**src/rtl/dma_reload_chan.sv**
```systemverilog
module dma_reload_chan #(
  parameter int AW = 32,
  parameter int DW = 32,
  parameter int CW = 16
) (
  input  logic          clk,
  input  logic          rst_n,
  input  logic          reg_we,
  input  logic [2:0]    reg_addr,
  input  logic [31:0]   reg_wdata,
  output logic [31:0]   reg_rdata,
  input  logic          req,
  input  logic          req_periph,
  output logic          mem_valid,
  output logic          mem_write,
  output logic [AW-1:0] mem_addr,
  output logic [DW-1:0] mem_wdata,
  output logic [1:0]    mem_size,
  input  logic [DW-1:0] mem_rdata,
  input  logic          mem_done,
  output logic          xfer_end
);

  typedef enum logic [1:0] {S_IDLE, S_RD, S_WR, S_FIN} st_t;

  localparam logic [2:0] A_SRC  = 3'd0;
  localparam logic [2:0] A_DST  = 3'd1;
  localparam logic [2:0] A_CNT  = 3'd2;
  localparam logic [2:0] A_CTRL = 3'd3;

  st_t           st;
  logic [AW-1:0] src, dst, src_rl, dst_rl;
  logic [CW-1:0] cnt, cnt_rl;
  logic [DW-1:0] data_q;
  logic          en, endf, burst, runm, rls, rld, err;
  logic [1:0]    sinc, dinc, size;
  logic          pend, pend_per, run_q;

  logic [AW-1:0] step;
  assign step = (size == 2'd0) ? AW'(1) : (size == 2'd1) ? AW'(2) : AW'(4);

  function automatic logic [AW-1:0] adv(input logic [AW-1:0] a, input logic [1:0] m,
                                        input logic [AW-1:0] s);
    case (m)
      2'd1:    adv = a + s;
      2'd2:    adv = a - s;
      default: adv = a;
    endcase
  endfunction

  logic start, start_per, bad_cfg;
  assign start     = (st == S_IDLE) && en && (cnt != '0) && (req || pend);
  assign start_per = pend ? pend_per : req_periph;
  assign bad_cfg   = reg_wdata[0] && reg_wdata[2] && !reg_wdata[3];

  logic [31:0] ctrl_rd;
  assign ctrl_rd = {19'd0, err, size, dinc, sinc, rld, rls, runm, burst, endf, en};

  always_comb begin
    case (reg_addr)
      A_SRC:   reg_rdata = 32'(src);
      A_DST:   reg_rdata = 32'(dst);
      A_CNT:   reg_rdata = 32'(cnt);
      A_CTRL:  reg_rdata = ctrl_rd;
      default: reg_rdata = '0;
    endcase
  end

  assign mem_valid = (st == S_RD) || (st == S_WR);
  assign mem_write = (st == S_WR);
  assign mem_addr  = (st == S_WR) ? dst : src;
  assign mem_wdata = data_q;
  assign mem_size  = size;
  assign xfer_end  = endf;

  always_ff @(posedge clk) begin
    if (!rst_n) begin
      st <= S_IDLE;
      src <= '0; dst <= '0; src_rl <= '0; dst_rl <= '0;
      cnt <= '0; cnt_rl <= '0; data_q <= '0;
      en <= 1'b0; endf <= 1'b0; burst <= 1'b0; runm <= 1'b0;
      rls <= 1'b0; rld <= 1'b0; err <= 1'b0;
      sinc <= '0; dinc <= '0; size <= '0;
      pend <= 1'b0; pend_per <= 1'b0; run_q <= 1'b0;
    end else begin
      if (st != S_IDLE && en && req) begin
        pend     <= 1'b1;
        pend_per <= req_periph;
      end
      case (st)
        S_IDLE: if (start) begin
          st    <= S_RD;
          run_q <= runm && start_per;
          pend  <= 1'b0;
        end
        S_RD: if (mem_done) begin
          data_q <= mem_rdata;
          st     <= S_WR;
        end
        S_WR: if (mem_done) begin
          src <= adv(src, sinc, step);
          dst <= adv(dst, dinc, step);
          cnt <= cnt - 1'b1;
          if (cnt == CW'(1))  st <= S_FIN;
          else if (run_q)     st <= S_RD;
          else                st <= S_IDLE;
        end
        S_FIN: begin
          if (rls || rld) begin
            if (rls) src <= src_rl;
            if (rld) dst <= dst_rl;
            cnt <= cnt_rl;
          end else begin
            en   <= 1'b0;
            endf <= 1'b1;
            pend <= 1'b0;
          end
          st <= S_IDLE;
        end
        default: st <= S_IDLE;
      endcase
      if (reg_we) begin
        case (reg_addr)
          A_SRC: begin src <= reg_wdata[AW-1:0]; src_rl <= reg_wdata[AW-1:0]; end
          A_DST: begin dst <= reg_wdata[AW-1:0]; dst_rl <= reg_wdata[AW-1:0]; end
          A_CNT: begin cnt <= reg_wdata[CW-1:0]; cnt_rl <= reg_wdata[CW-1:0]; end
          A_CTRL: begin
            en    <= reg_wdata[0] && !bad_cfg;
            err   <= bad_cfg;
            endf  <= reg_wdata[1];
            burst <= reg_wdata[2];
            runm  <= reg_wdata[3];
            rls   <= reg_wdata[4];
            rld   <= reg_wdata[5];
            sinc  <= reg_wdata[7:6];
            dinc  <= reg_wdata[9:8];
            size  <= reg_wdata[11:10];
            if (!reg_wdata[0]) pend <= 1'b0;
          end
          default: ;
        endcase
      end
    end
  end

  // a command holds until its done
  a_r11_cmd_hold: assert property (@(posedge clk) disable iff (!rst_n)
    (mem_valid && !mem_done && !reg_we) |=> (mem_valid && $stable(mem_addr) && $stable(mem_write)));

  // read completion is followed by the write
  a_r11_rd_then_wr: assert property (@(posedge clk) disable iff (!rst_n)
    (mem_valid && !mem_write && mem_done) |=> (mem_valid && mem_write));

  // count drops by one per completed unit
  a_r9_count_step: assert property (@(posedge clk) disable iff (!rst_n)
    (mem_valid && mem_write && mem_done && !reg_we) |=> (cnt == $past(cnt) - 1'b1));

  // single mode returns to idle after one unit
  a_r1_single_unit: assert property (@(posedge clk) disable iff (!rst_n)
    (mem_write && mem_done && !run_q && cnt != CW'(1) && !reg_we) |=> !mem_valid);

  // forbidden burst setting disables and flags
  a_r4_cfg_error: assert property (@(posedge clk) disable iff (!rst_n)
    (reg_we && reg_addr == A_CTRL && reg_wdata[0] && reg_wdata[2] && !reg_wdata[3])
      |=> (!en && err));

  // no reload ends the channel
  a_r7_end_no_reload: assert property (@(posedge clk) disable iff (!rst_n)
    (st == S_FIN && !rls && !rld && !reg_we) |=> (!en && xfer_end));

  // source reload restores address and count, stays enabled
  a_r5_src_reload: assert property (@(posedge clk) disable iff (!rst_n)
    (st == S_FIN && rls && !reg_we) |=> (src == $past(src_rl) && cnt == $past(cnt_rl) && en));

  // destination reload restores address and count
  a_r6_dst_reload: assert property (@(posedge clk) disable iff (!rst_n)
    (st == S_FIN && rld && !reg_we) |=> (dst == $past(dst_rl) && cnt == $past(cnt_rl) && en));

endmodule

```
**config.mk**
```make
export PLATFORM = sky130hd
export DESIGN_NAME = dma_reload_chan
export DESIGN_NICKNAME = d
export VERILOG_FILES = /design/src/rtl/dma_reload_chan.sv
export SDC_FILE = /design/constraint.sdc
export NUM_CORES = 1
export LEC_CHECK = 0
export ABC_AREA = 1
export BUFFER_PORTS_ARGS = -buffer_cell sky130_fd_sc_hd__buf_2
export CAP_MARGIN = 20
export CORE_MARGIN = 2
export CORE_UTILIZATION = 40
export CTS_CLUSTER_SIZE = 14
export DETAILED_ROUTE_END_ITERATION = 6
export GPL_TIMING_DRIVEN = 0
export PLACE_DENSITY_LB_ADDON = 0.1
export SYNTH_ARGS = -nofsm -noshare
export SYNTH_HDL_FRONTEND = slang
export SYNTH_SLANG_ARGS = --single-unit
```
**constraint.sdc**
```tcl
create_clock -name clk -period 3.5 [get_ports clk]
set_clock_uncertainty 0.15 [all_clocks]
set_input_delay 0.7 -clock clk [delete_from_list [all_inputs] [get_ports clk]]
set_output_delay 0.7 -clock clk [all_outputs]
set_load 0.02 [all_outputs]
```
* Word-level counts from Yosys, hierarchy flattened
Cells that the tools add are included.
** Operators by class
- Add/subtract/negate cells :: 5
- Eq/ne operators :: 15
- Muxes and demuxes :: 45
- Reductions and logical operators :: 26
** Operators with widths (count)
- $mux 32 :: 11
- $pmux 32 s2 :: 4
- $pmux 32 s4 :: 1
- $add 32x3->32 :: 2
- $mux 16 :: 4
- $sub 32x3->32 :: 2
- $pmux 16 s2 :: 1
- $eq 16x1->1 const B :: 1
- $mux 1 :: 16
- $reduce_bool 16->1 :: 1
- $sub 16x1->16 const B :: 1
- $reduce_and 2->1 :: 6
- $logic_and 1x1->1 :: 9
- $eq 2x1->1 const B :: 4
- $eq 2x2->1 const B :: 4
- $mux 2 :: 4
- $pmux 2 s4 :: 1
- $eq 3x2->1 const B :: 2
- $mux 3 :: 2
- $logic_not 2->1 :: 2
- $ne 2x2->1 const B :: 2
- $eq 3x1->1 const B :: 1
- $logic_not 3->1 :: 1
- $logic_or 1x1->1 :: 3
- 5 further kinds :: 6
** Word-level totals
- Register bits after elaboration :: 210
- Input port bits :: 73
- Output and inout bits :: 101

* Logic depth before layout (Yosys ltp)
- Depth in word-level cells :: 9
- Mapped depth :: 21

* Least setup slack after synthesis
OpenSTA, ideal clock, no wires.
- Path type :: register to register
- From :: register sinc[0]
- To :: register src[22]
- Setup time :: 0.134 ns
- Arrival :: 2.469 ns
- Setup slack :: 0.748 ns
- Cell stages (with the launch flop) :: 18
- Buffers on the path :: 0
- Clock period less this slack :: 2.752 ns
- Cell sequence :: dfxtp_1 -> inv_1 -> ha_1 -> ha_1 -> a21oi_1 -> nand2_2 -> nand3_1 -> nand2_1 -> nand2_1 -> nand2_2 -> nand2_1 -> nand2_1 -> nand2_1 -> nand3_1 -> nand2_1 -> nand2_1 -> nand2_1 -> a21oi_1
** On the way
- Longest elaborated chain between the ends :: 6
- Elaborated cells on any way between the ends :: 7
** Ends and longest elaborated chain
- from (decl) :: line 36 : logic [1:0] sinc, dinc, size;
- from (signal assigned) :: line 135 : sinc <= reg_wdata[7:6];
- $eq 2x2->1 / $eq 2x1->1 (equally long branches) :: line 44 : case (m)
- $pmux 32 s2 (*) :: line 44
- $mux 32 (*) :: line 100 : S_WR: if (mem_done) begin
- $pmux 32 s2 (*) :: line 90 : case (st)
- $mux 32 :: line 123 : case (reg_addr)
- $mux 32 (*) :: line 122 : if (reg_we) begin
- to (signal assigned) :: line 101 : src <= adv(src, sinc, step);
- to (signal assigned) :: line 110 : if (rls) src <= src_rl;
- to (signal assigned) :: line 124 : A_SRC: begin src <= reg_wdata[AW-1:0]; src_rl <= reg_wdata[AW-1:0]; end
- to (decl) :: line 32 : logic [AW-1:0] src, dst, src_rl, dst_rl;
Mark *: on every way between the ends. The rest lies on a longest branch, timed or not.
A chain may end at the register's enable or synchronous reset.

* Final worst setup path
- From :: register st[0]
- To :: output mem_addr[31]
** On the way
- Longest elaborated chain between the ends :: 2
** Ends and longest elaborated chain
- from (decl) :: line 31 : st_t st;
- from (signal assigned) :: line 78 : st <= S_IDLE;
- from (signal assigned) :: line 92 : st <= S_RD;
- from (signal assigned) :: line 98 : st <= S_WR;
- $eq 2x2->1 :: line 71 : assign mem_addr = (st == S_WR) ? dst : src;
- $mux 32 :: line 71
- to (decl) :: line 16 : output logic [AW-1:0] mem_addr,
Every way passes these cells.

==> metrics.txt <==
# TYPE chip_impl_metric gauge
chip_impl_info{name="status",value="complete, no violations"} 1
chip_impl_metric{name="cts_buffers",unit=""} 26
chip_impl_metric{name="hold_buffers",unit=""} 0
chip_impl_metric{name="clock_tree.htree_level_count",unit=""} 1
chip_impl_metric{name="nNetsFinal",unit=""} 2750
chip_impl_metric{name="min_period",unit="ns"} 3.469
chip_impl_info{name="worstSetupStartpointType",value="flop"} 1
chip_impl_metric{name="fmax",unit="MHz"} 288.3
chip_impl_metric{name="ff2ff_path_depth",unit=""} 15
chip_impl_metric{name="max_cap_viol_count",unit=""} 0
chip_impl_metric{name="detail-route-antenna-nets",unit=""} 0
chip_impl_metric{name="vdd_drop_max",unit="uV"} 372.1
chip_impl_metric{name="timing.final.crit_share",unit="%"} 99.11
chip_impl_metric{name="die_width",unit="um"} 196.1
chip_impl_metric{name="wire_length_of_the_first_global_routing_pass",unit="um"} 92890
chip_impl_metric{name="fin_setup_tns",unit="ns"} 0
chip_impl_metric{name="layout-area-overhead-vs-synth",unit="%"} 15.79
chip_impl_metric{name="clock_insertion_delay_worst_skew",unit="ns"} 0.58
chip_impl_metric{name="post_drt_wl_per_cell",unit="um"} 20.10
chip_impl_metric{name="worst_slack",unit="ns"} 0.03109
chip_impl_metric{name="internal-power",unit="W"} 0.004300
chip_impl_metric{name="critical_path_arrival",unit="ns"} 2.62
chip_impl_metric{name="critical_path.max_fanout",unit=""} 10
chip_impl_metric{name="holdPathStages",unit=""} 3
chip_impl_metric{name="total_of_warnings_raised_by_yosys",unit=""} 0
chip_impl_metric{name="place.detailed.hpwl",unit="um"} 48990
chip_impl_metric{name="global_route.overflow_total",unit=""} 0
chip_impl_metric{name="power_leakage",unit="nW"} 7.717
chip_impl_metric{name="postSynthRegisterBits",unit=""} 210
chip_impl_metric{name="die_y",unit="um"} 196.1
chip_impl_metric{name="combPwrFrac",unit="%"} 17.8
chip_impl_metric{name="routed_wl",unit="um"} 62170
chip_impl_metric{name="pwr-share-clk",unit="%"} 41.2
chip_impl_metric{name="placement.setup.worst_slack",unit="ns"} 0.04072
chip_impl_metric{name="fp.coreArea",unit="um^2"} 36520
chip_impl_info{name="crit_path_end_kind",value="output port"} 1
chip_impl_metric{name="syn-instance-count",unit=""} 2401
chip_impl_metric{name="power.switching",unit="W"} 0.002068
chip_impl_info{name="crit_type",value="reg2out"} 1
chip_impl_metric{name="syn-mean-instance-area",unit="um^2"} 6.150
chip_impl_metric{name="max_slew.worst_pin.slew",unit="ns"} 0.8893
chip_impl_metric{name="die-area",unit="um^2"} 38470
chip_impl_metric{name="drt_iter0_markers",unit=""} 1245
chip_impl_metric{name="routabilityCongestion",unit=""} 1.006
chip_impl_metric{name="sw_frac_of_total",unit="%"} 32.48
chip_impl_info{name="layout_commonest_cell",value="sky130_fd_sc_hd__nand2_1"} 1
chip_impl_metric{name="drive_above_1_share",unit="%"} 11.51
chip_impl_metric{name="drv_slew",unit=""} 0
chip_impl_metric{name="floorplan.initialDensity",unit="%"} 40.43
chip_impl_metric{name="number_of_rows_created_at_floorplan",unit=""} 70
chip_impl_metric{name="route.detailed.vias_per_inst",unit=""} 5.555
chip_impl_metric{name="buffers_added_on_ports",unit=""} 173
chip_impl_metric{name="power_per_cell_area",unit="nW/um^2"} 372.5
chip_impl_metric{name="ctsLongestPathBuffers",unit=""} 3
chip_impl_metric{name="antenna_violations_before_repair",unit=""} 0
chip_impl_metric{name="synth_fp_nets",unit=""} 2547
chip_impl_metric{name="vias_in_the_first_global_route",unit=""} 16300
chip_impl_metric{name="drc",unit=""} 0
chip_impl_metric{name="cts_num_sinks",unit=""} 210
chip_impl_metric{name="drtPass1Iterations",unit=""} 6
chip_impl_metric{name="share_seq_of_total_power",unit="%"} 41.0
chip_impl_info{name="grt_setup_unrepaired",value="no"} 1
chip_impl_metric{name="synth_async_sr_flop_share",unit="%"} 0
chip_impl_info{name="clock-root-buffer",value="sky130_fd_sc_hd__clkbuf_16"} 1
chip_impl_metric{name="hold_viol",unit=""} 0
chip_impl_metric{name="cts_setup_buffers",unit=""} 0
chip_impl_metric{name="critical_path_required",unit="ns"} 2.65
chip_impl_metric{name="filler_cell_count",unit=""} 3991
chip_impl_metric{name="finalSetupViolations",unit=""} 0
chip_impl_metric{name="count_of_flip_flops_with_a_built_in_enable_after_synthesis",unit=""} 0
chip_impl_metric{name="synth_cell_type_count",unit=""} 51
chip_impl_metric{name="grt_start_max_net_pins",unit=""} 17
chip_impl_info{name="most_frequently_used_flop_master_after_synthesis",value="sky130_fd_sc_hd__dfxtp_1"} 1
chip_impl_info{name="most-common-layout-cells",value="sky130_fd_sc_hd__nand2_1, sky130_fd_sc_hd__a21oi_1, sky130_fd_sc_hd__inv_1, sky130_fd_sc_hd__dfxtp_1, sky130_fd_sc_hd__buf_2"} 1
chip_impl_info{name="tritoncts",value="built"} 1
chip_impl_metric{name="maxSlewHeadroom",unit="%"} 40.71
chip_impl_metric{name="clk_pin_slew_worst_paths",unit="ns"} 0.06
chip_impl_info{name="min-delay-path-class",value="in2reg"} 1
chip_impl_metric{name="num_vias",unit=""} 17180
chip_impl_metric{name="syn-cell-area",unit="um^2"} 14770
chip_impl_metric{name="grt_overall_usage",unit="%"} 31.40
chip_impl_metric{name="number_of_top_level_pins",unit=""} 174
chip_impl_metric{name="proportion_of_synthesized_chip_area_in_sequential_cells",unit="%"} 28.47
layer usage:
| metal | GRT usage, % | share of wire, % |
|---|---|---|
| met1 | 40.78 | 43 |
| met2 | 52.00 | 45 |
| met3 | 5.278 | 8.1 |
| met4 | 12.23 | 4.2 |
| met5 | 0 | 0 |
flip-flops by register name, indices dropped and copies added, names as in the netlist, 2 cells and up:
name,cells
sinc,2
src_rl,32
src,32
dst,32
st,2
cnt,16
cnt_rl,16
mem_size,2
mem_wdata,32
dinc,2
dst_rl,32
critical path: stages, from the launching register on:
cell	delay [ns]
sky130_fd_sc_hd__dfxtp_1	0.33
sky130_fd_sc_hd__inv_1	0.12
sky130_fd_sc_hd__ha_2	0.34
sky130_fd_sc_hd__buf_4	0.29
sky130_fd_sc_hd__buf_4	0.27
sky130_fd_sc_hd__buf_4	0.28
sky130_fd_sc_hd__o21ai_0	0.20
sky130_fd_sc_hd__buf_2	0.21
final cells by class:
class | instances | area (um^2) | area share (%)
multi-input combinational | 1841 | 9219 | 53.92
sequential | 210 | 4204 | 24.59
inverter | 243 | 912.1 | 5.335
timing repair buffer | 175 | 895.9 | 5.240
clock buffer | 33 | 706.9 | 4.135
tap | 468 | 585.6 | 3.425
buffer | 107 | 455.4 | 2.664
clock inverter | 15 | 116.4 | 0.6806
antenna | 1 | 2.502 | 0.01464
cell usage after synthesis, drive strengths merged, types with 2 or more instances:
cell | count | area share (%)
fa | 2 | 0.27
dfxtp | 210 | 28
nand2 | 817 | 21
a31oi | 3 | 0.13
a21o | 2 | 0.10
nor2 | 188 | 5.1
and3 | 3 | 0.13
xor2 | 6 | 0.36
nand4 | 9 | 0.38
nor3 | 19 | 0.82
clkbuf | 73 | 1.9
clkinv | 4 | 0.10
nand3 | 100 | 3.4
o211ai | 23 | 1.2
o221ai | 35 | 2.1
a22o | 4 | 0.24
or2 | 2 | 0.085
a32oi | 23 | 1.4
a22oi | 20 | 1.0
inv | 239 | 6.1
o21ai | 179 | 6.1
a21oi | 282 | 9.7
ha | 71 | 6.0
buf | 34 | 1.1
o21bai | 9 | 0.46
nand3b | 3 | 0.15
o22ai | 2 | 0.085
nor4 | 6 | 0.30
xnor2 | 25 | 1.5
worst paths after layout:
path	start	to	slack (ns)
min	mem_rdata[30]	mem_wdata[30]	0.22
max reg2reg	sinc[1]	src[31]	0.20
max	st[0]	mem_addr[31]	0.03
min reg2reg	src_rl[8]	src_rl[8]	0.31
metrics by stage:
stage	hold slack, ns	cell area, um^2	utilization, %	power (W)	cells
after detailed placement	0.3015	16250	44.48	0.003773	3044
after global placement	0.2983	16220	44.40	0.003761	3042
final	0.2198	17100	46.81	0.006368	3093
after CTS	0.2106	17090	46.79	0.006361	3092
after floorplan	0.2879	14770	-	0.003327	2401
after global routing	0.2253	17100	46.81	0.006584	3092
cells by family (layout without fill, tap and decap cells):
| family | count (synthesis) | after routing | share of synthesized area [%] |
|---|---|---|---|
| compound gates | 588 | 588 | 22.82 |
| simple gates | 1149 | 1149 | 31.44 |
| buf+inv | 350 | 573 | 9.143 |
| fa+ha+maj | 73 | 73 | 6.288 |
| flops | 210 | 210 | 28.47 |
| other cells | 0 | 1 | 0 |
| xor+xnor | 31 | 31 | 1.839 |
repair_timing:
item                       CTS  global route
gates resized for setup     10             7
setup endpoints to repair   34            10
pin swaps                    0             0
power groups by stage:
stage / Sequential, W / Clock (W) / Combinational [W]
final: 0.00261 / 0.00262 / 0.00113
after detailed placement: 0.00266 / 0 / 0.00111
after global placement: 0.00266 / 0 / 0.00110
after CTS: 0.00261 / 0.00263 / 0.00112
after floorplan: 0.00273 / 0 / 0.000598
after global routing: 0.00263 / 0.00272 / 0.00123
(Power assumes the default switching activity.)
